File: config.mk
export PLATFORM = sky130hd
export DESIGN_NAME = div_unit
export DESIGN_NICKNAME = d
export VERILOG_FILES = /design/src/rtl/div_pkg.sv /design/src/rtl/div_seq_ctrl.sv /design/src/rtl/div_shift_core.sv /design/src/rtl/div_result.sv /design/src/rtl/div_unit.sv
export SDC_FILE = /design/constraint.sdc
export NUM_CORES = 1
export LEC_CHECK = 0
export ABC_AREA = 1
export BUFFER_PORTS_ARGS = -buffer_cell sky130_fd_sc_hd__clkbuf_2
export CAP_MARGIN = 20
export CORE_UTILIZATION = 35
export DETAILED_ROUTE_END_ITERATION = 8
export PLACE_DENSITY_LB_ADDON = 0.1
export SLEW_MARGIN = 20
export SYNTH_ARGS = -nofsm -noshare
export SYNTH_HDL_FRONTEND = slang
export SYNTH_HIERARCHICAL = 1
export SYNTH_SLANG_ARGS = --single-unit
export TNS_END_PERCENT = 5
File: constraint.sdc
create_clock -name clk -period 5.3 [get_ports clk]
set_input_delay 0.265 -clock clk [delete_from_list [all_inputs] [get_ports clk]]
set_output_delay 0.265 -clock clk [all_outputs]
set_load 0.05 [all_outputs]
File: src/rtl/div_pkg.sv
package div_pkg;

  typedef enum logic {
    MODE_INT  = 1'b0,
    MODE_FRAC = 1'b1
  } div_mode_e;

  typedef struct packed {
    logic z;
    logic v;
    logic c;
  } div_flags_t;

endpackage

File: src/rtl/div_seq_ctrl.sv
module div_seq_ctrl #(
  parameter int WIDTH   = 16,
  parameter int LATENCY = 41
) (
  input  logic clk,
  input  logic rst_n,
  input  logic start,
  output logic load,
  output logic step,
  output logic finish,
  output logic busy,
  output logic done
);

  localparam int CW = $clog2(LATENCY);
  localparam logic [CW-1:0] LAST_CNT = CW'(LATENCY - 1);
  localparam logic [CW-1:0] ITER_CNT = CW'(WIDTH);

  logic [CW-1:0] cnt_q, cnt_d;
  logic          busy_q, busy_d;
  logic          done_q, done_d;

  assign load   = start & ~busy_q;
  assign step   = busy_q & (cnt_q < ITER_CNT);
  assign finish = busy_q & (cnt_q == LAST_CNT);

  always_comb begin
    cnt_d  = cnt_q;
    busy_d = busy_q;
    done_d = finish;
    if (load) begin
      busy_d = 1'b1;
      cnt_d  = '0;
    end else if (busy_q) begin
      if (finish) begin
        busy_d = 1'b0;
        cnt_d  = '0;
      end else begin
        cnt_d = cnt_q + 1'b1;
      end
    end
  end

  always_ff @(posedge clk or negedge rst_n) begin
    if (!rst_n) begin
      cnt_q  <= '0;
      busy_q <= 1'b0;
      done_q <= 1'b0;
    end else begin
      cnt_q  <= cnt_d;
      busy_q <= busy_d;
      done_q <= done_d;
    end
  end

  assign busy = busy_q;
  assign done = done_q;

endmodule

File: src/rtl/div_shift_core.sv
module div_shift_core
  import div_pkg::*;
#(
  parameter int WIDTH = 16
) (
  input  logic             clk,
  input  logic             rst_n,
  input  logic             load,
  input  logic             step,
  input  logic             frac_mode,
  input  logic [WIDTH-1:0] dividend,
  input  logic [WIDTH-1:0] divisor,
  output logic [WIDTH-1:0] part_quo,
  output logic [WIDTH-1:0] part_rem,
  output logic [WIDTH-1:0] dvd_hold,
  output logic [WIDTH-1:0] dvs_hold,
  output div_mode_e        mode_hold
);

  logic [WIDTH-1:0] rem_q, rem_d;
  logic [WIDTH-1:0] quo_q, quo_d;
  logic [WIDTH-1:0] dvd_q, dvs_q;
  div_mode_e        mode_q;

  logic [WIDTH:0]   trial;
  logic [WIDTH:0]   diff;
  logic             fits;

  // one restoring iteration: shift in the next dividend bit, try the subtract
  always_comb begin
    trial = {rem_q, quo_q[WIDTH-1]};
    diff  = trial - {1'b0, dvs_q};
    fits  = (trial >= {1'b0, dvs_q});
    rem_d = rem_q;
    quo_d = quo_q;
    if (load) begin
      if (frac_mode) begin
        rem_d = dividend;
        quo_d = '0;
      end else begin
        rem_d = '0;
        quo_d = dividend;
      end
    end else if (step) begin
      rem_d = fits ? diff[WIDTH-1:0] : trial[WIDTH-1:0];
      quo_d = {quo_q[WIDTH-2:0], fits};
    end
  end

  always_ff @(posedge clk or negedge rst_n) begin
    if (!rst_n) begin
      rem_q <= '0;
      quo_q <= '0;
    end else begin
      rem_q <= rem_d;
      quo_q <= quo_d;
    end
  end

  always_ff @(posedge clk or negedge rst_n) begin
    if (!rst_n) begin
      dvd_q  <= '0;
      dvs_q  <= '0;
      mode_q <= MODE_INT;
    end else if (load) begin
      dvd_q  <= dividend;
      dvs_q  <= divisor;
      mode_q <= div_mode_e'(frac_mode);
    end
  end

  assign part_quo  = quo_q;
  assign part_rem  = rem_q;
  assign dvd_hold  = dvd_q;
  assign dvs_hold  = dvs_q;
  assign mode_hold = mode_q;

endmodule

File: src/rtl/div_result.sv
module div_result
  import div_pkg::*;
#(
  parameter int WIDTH = 16
) (
  input  logic             clk,
  input  logic             rst_n,
  input  logic             finish,
  input  logic [WIDTH-1:0] part_quo,
  input  logic [WIDTH-1:0] part_rem,
  input  logic [WIDTH-1:0] dvd_hold,
  input  logic [WIDTH-1:0] dvs_hold,
  input  div_mode_e        mode_hold,
  output logic [WIDTH-1:0] quotient,
  output logic [WIDTH-1:0] remainder,
  output div_flags_t       flags
);

  logic             zero_dvs;
  logic             frac_ovf;
  logic             saturate;
  logic [WIDTH-1:0] quo_d, rem_d;
  div_flags_t       flags_d;

  logic [WIDTH-1:0] quo_q, rem_q;
  div_flags_t       flags_q;

  always_comb begin
    zero_dvs  = (dvs_hold == '0);
    frac_ovf  = (mode_hold == MODE_FRAC) && (dvs_hold <= dvd_hold);
    saturate  = zero_dvs | frac_ovf;
    quo_d     = saturate ? {WIDTH{1'b1}} : part_quo;
    rem_d     = saturate ? dvd_hold : part_rem;
    flags_d.z = (quo_d == '0);
    flags_d.v = frac_ovf;
    flags_d.c = zero_dvs;
  end

  always_ff @(posedge clk or negedge rst_n) begin
    if (!rst_n) begin
      quo_q   <= '0;
      rem_q   <= '0;
      flags_q <= '0;
    end else if (finish) begin
      quo_q   <= quo_d;
      rem_q   <= rem_d;
      flags_q <= flags_d;
    end
  end

  assign quotient  = quo_q;
  assign remainder = rem_q;
  assign flags     = flags_q;

endmodule

File: src/rtl/div_unit.sv
module div_unit
  import div_pkg::*;
#(
  parameter int WIDTH   = 16,
  parameter int LATENCY = 41
) (
  input  logic             clk,
  input  logic             rst_n,
  input  logic             start,
  input  logic             frac_mode,
  input  logic [WIDTH-1:0] dividend,
  input  logic [WIDTH-1:0] divisor,
  output logic             busy,
  output logic             done,
  output logic [WIDTH-1:0] quotient,
  output logic [WIDTH-1:0] remainder,
  output logic             flag_z,
  output logic             flag_v,
  output logic             flag_c
);

  logic             load, step, finish;
  logic [WIDTH-1:0] part_quo, part_rem, dvd_hold, dvs_hold;
  div_mode_e        mode_hold;
  div_flags_t       flags;

  div_seq_ctrl #(.WIDTH(WIDTH), .LATENCY(LATENCY)) u_ctrl (
    .clk    (clk),
    .rst_n  (rst_n),
    .start  (start),
    .load   (load),
    .step   (step),
    .finish (finish),
    .busy   (busy),
    .done   (done)
  );

  div_shift_core #(.WIDTH(WIDTH)) u_core (
    .clk       (clk),
    .rst_n     (rst_n),
    .load      (load),
    .step      (step),
    .frac_mode (frac_mode),
    .dividend  (dividend),
    .divisor   (divisor),
    .part_quo  (part_quo),
    .part_rem  (part_rem),
    .dvd_hold  (dvd_hold),
    .dvs_hold  (dvs_hold),
    .mode_hold (mode_hold)
  );

  div_result #(.WIDTH(WIDTH)) u_res (
    .clk       (clk),
    .rst_n     (rst_n),
    .finish    (finish),
    .part_quo  (part_quo),
    .part_rem  (part_rem),
    .dvd_hold  (dvd_hold),
    .dvs_hold  (dvs_hold),
    .mode_hold (mode_hold),
    .quotient  (quotient),
    .remainder (remainder),
    .flags     (flags)
  );

  assign flag_z = flags.z;
  assign flag_v = flags.v;
  assign flag_c = flags.c;

endmodule

==> out/qor.yml <==
status:
  status: "complete, no violations"
worst_setup_path:
  cpPeakStageDelay_ns: 0.71
  r2r-end: "u_res/flags[2]"
  cp_common_cell: "inv_1"
  crit_path_end: "u_res/flags[2]"
  critPathLaunch: "u_ctrl/cnt_q[0]"
  arrival_ns: 3.04
  critPathRequiredTime_ns: 5.58
  critPathSlowestCell: "inv_1"
  cp_max_fo: 35
  ff2ff_setup_slack_ns: 2.54
  r2r_cells: 10
  reg2reg_from: "u_ctrl/cnt_q[0]"
  path_cells: "inv_1 > ha_1 > nand2_1 > inv_1 > nand3_1 > inv_1 > inv_1 > nor2_1 > nand4_1 > o21bai_1"
  critPathLaunchType: "register"
  path_class: "reg2reg"
  setup.worst_path.end_class: "register"
synth:
  netlist-cell-type-count: 40
  synth_nets: 996
  syn-instance-count: 925
  yosysWarningCount: 6
  syn_area_per_cell_um2: 7.39
  synth-seq-cells: 108
  synthTopCellsByArea: "dfrtp_1 (40%), nand2_1 (16%), inv_1 (7.7%), ha_1 (6.2%), nand3_1 (3.4%)"
  synth_seq_area_share_pct: 39.5
  yosysTopAreaCell: "dfrtp_1"
  synth_top_area_share_pct: 39.5
  syn_area_mm2: 0.00684
sta:
  maxSlewHeadroom_pct: 29.0
  fmax_mhz: 362
  drv_slew: 0
  period_needed_ns: 2.76
  rsz0062_at_grt: "false"
  setup_viol: 0
  fin_ws_ns: 2.54
  fin_setup_tns_ns: 0
  finalCritPeriodShare_pct: 52.1
  finClkSkew_ns: 0.00857
  hold_violations: 0
  worst_pin_slew_ns: 1.06
power_and_ir_drop:
  pwr-share-comb_pct: 61.4
  clkPwrFrac_pct: 11.7
  powerDensity_mw_per_mm2: 762
  p_leak_nw: 4.14
  swShare_pct: 52.1
  seqPwrFrac_pct: 27.0
  p_sw_w: 0.00304
  p_int_w: 0.00279
  ir_drop_uv: 323
cells_and_area:
  diodes: 0
  drive_gt1_share_pct: 14.7
  areaGrowthSynthToFinish_pct: 11.9
  fin_util_pct: 40.4
  design_area_mm2: 0.00765
  fillers: 2067
  nNetsFinal: 1046
grt:
  grt_max_degree: 77
  grtUsageTotal_pct: 20.9
  grt_pass1_vias: 5952
  grt_pass1_wl_um: 32000
  overflow: 0
  antenna_found_initial: 0
floorplanning:
  dieHeight_um: 142
  die_area_mm2: 0.0201
  start_util_pct: 36.1
  core_mm2: 0.0190
  rows: 50
  ios: 73
  die_width_um: 142
routing:
  wl_per_cell_um: 15.9
  ant_nets: 0
  drc: 0
  drt-initial-drc-count: 465
  via_per_inst: 4.78
  firstDrtPassIters: 5
  num_vias: 5919
  routed_wl_um: 19700
placed_design:
  dpl_worst_slack_ns: 2.53
  post_dp_cell_area_mm2: 0.00735
  gp_congestion: 0.844
  portBuffers: 72
  dp_hpwl_um: 15200
clock_network:
  clockBufferDepth: 2
  cts_tree: "yes"
  clk_latency_ns: 0.35
  cts_sinks: 108
  cts_root_buf: "clkbuf_16"
  cts_inserted_buffers: 9
  clk_pin_slew_ns: 0.07
  ctsResizeCount: 0
  htreeDepth: 3
worst_hold_path:
  hold_class: "in2reg"
  hp-start: "divisor[0]"
run:
  drv_cap: 0
[per-layer routing]
metal	GRT usage (%)	wire length [um]	up-vias
met3	2.43	616	21
met2	33.1	8910	111
li1	-	-	3028
met5	0	0	-
met1	29.7	9820	2759
met4	6.40	319	0
[power by group through the flow]
stage	sequential, W	clock [W]	combinational (W)
2_1_floorplan	0.00184	0	0.00247
3_3_place_gp	0.00160	0	0.00356
3_5_place_dp	0.00159	0	0.00358
4_1_cts	0.00157	0.000701	0.00359
5_1_grt	0.00163	0.000727	0.00408
6_report	0.00157	0.000680	0.00358
[sequential cells by signal (all words and copies together), names as in the netlist]
register / cells
u_core/dvd_hold: 16
u_core/dvs_hold: 16
u_core/part_quo: 16
u_core/part_rem: 16
u_res/quotient: 16
u_res/remainder: 16
u_ctrl/cnt_q: 6
u_res/flags: 3
u_core/mode_hold: 1
u_ctrl/busy: 1
u_ctrl/done: 1
[through the flow]
| step | total power [W] | std cells | hold slack, ns |
|---|---|---|---|
| after floorplan | 0.00431 | 925 | -0.0306 |
| after global placement | 0.00516 | 1223 | 0.366 |
| after detailed placement | 0.00517 | 1223 | 0.364 |
| after CTS | 0.00587 | 1239 | 0.103 |
| after global routing | 0.00643 | 1239 | 0.122 |
| final | 0.00583 | 1239 | 0.108 |
[cell type report]
cell class	instances	area, um^2	area share, %
Multi-Input combinational cell	633	3380	44.2
Clock buffer	12	246	3.22
Tap cell	260	325	4.25
Timing Repair Buffer	77	403	5.26
Clock inverter	3	46.3	0.605
Sequential cell	108	2700	35.3
Inverter	146	548	7.16
[placed cells by master (no fill, tap or decap), types with 2 or more instances in the layout]
cell	instances
clkbuf_16	9
nand2_1	292
nand3b_2	9
nand2_2	8
nand4_1	8
o21bai_1	2
ha_1	34
nand3b_1	20
inv_2	6
nor2_1	49
dfrtp_1	108
nand3_2	9
a21oi_1	21
a21oi_2	9
nor3_1	4
inv_1	139
o22ai_1	27
xnor2_1	8
clkbuf_1	2
o21ai_1	18
o21ai_0	42
nor4_1	7
clkbuf_2	71
nand3_1	46
buf_4	5
nor2_2	2
nand2_4	3
nor2_4	4
[critical path: cells and delay by family (launching register included)]
| kind | cells | cell delay, ns |
|---|---|---|
| adder cells (fa/ha/maj) | 1 | 0.16 |
| flip-flops | 1 | 0.41 |
| AND/OR/NAND/NOR | 4 | 0.50 |
| AO/OA/AOI/OAI | 1 | 0.16 |
| buffers and inverters | 4 | 1.44 |
[timing repair]
| item | CTS | global route |
|---|---|---|
| hold buffers | 1 | 0 |
| endpoints found under the hold margin | 53 | 0 |
| setup buffers | 0 | 0 |
[how the worst min path moves through the flow]
stage                         endpoint  slack, ns  cells after the start
floorplan           u_core/dvd_hold[0]      -0.03                      0
global placement       u_ctrl/cnt_q[5]       0.37                      1
detailed placement     u_ctrl/cnt_q[5]       0.36                      1
CTS                 u_core/dvs_hold[0]       0.10                      3
global route        u_core/dvs_hold[3]       0.12                      3
finish              u_core/dvs_hold[0]       0.11                      3
[kinds of logic (layout without fill, tap and decap cells)]
logic type,Yosys count,count (layout),synth area share (%)
AOI/OAI and AO/OA,122,122,10.1
xor gates and xnor gates,8,8,1.02
adders and majority gates,35,35,6.51
buffers and inverters,184,238,11.1
DFF,108,108,39.5
and+or+nand+nor,468,468,31.7
[Yosys cell counts (all sizes together)]
cell / count
or2: 2
o21bai: 2
a31oi: 1
nor4: 7
nor3: 5
fa: 1
xnor2: 8
nor2: 56
a21oi: 30
a21o: 1
clkbuf: 21
o22ai: 27
dfrtp: 108
a22o: 1
ha: 34
o21ai: 60
nand4: 9
and2: 2
nand2: 303
nand3: 55
inv: 146
nand3b: 29
buf: 17
(Power assumes the default switching activity.)
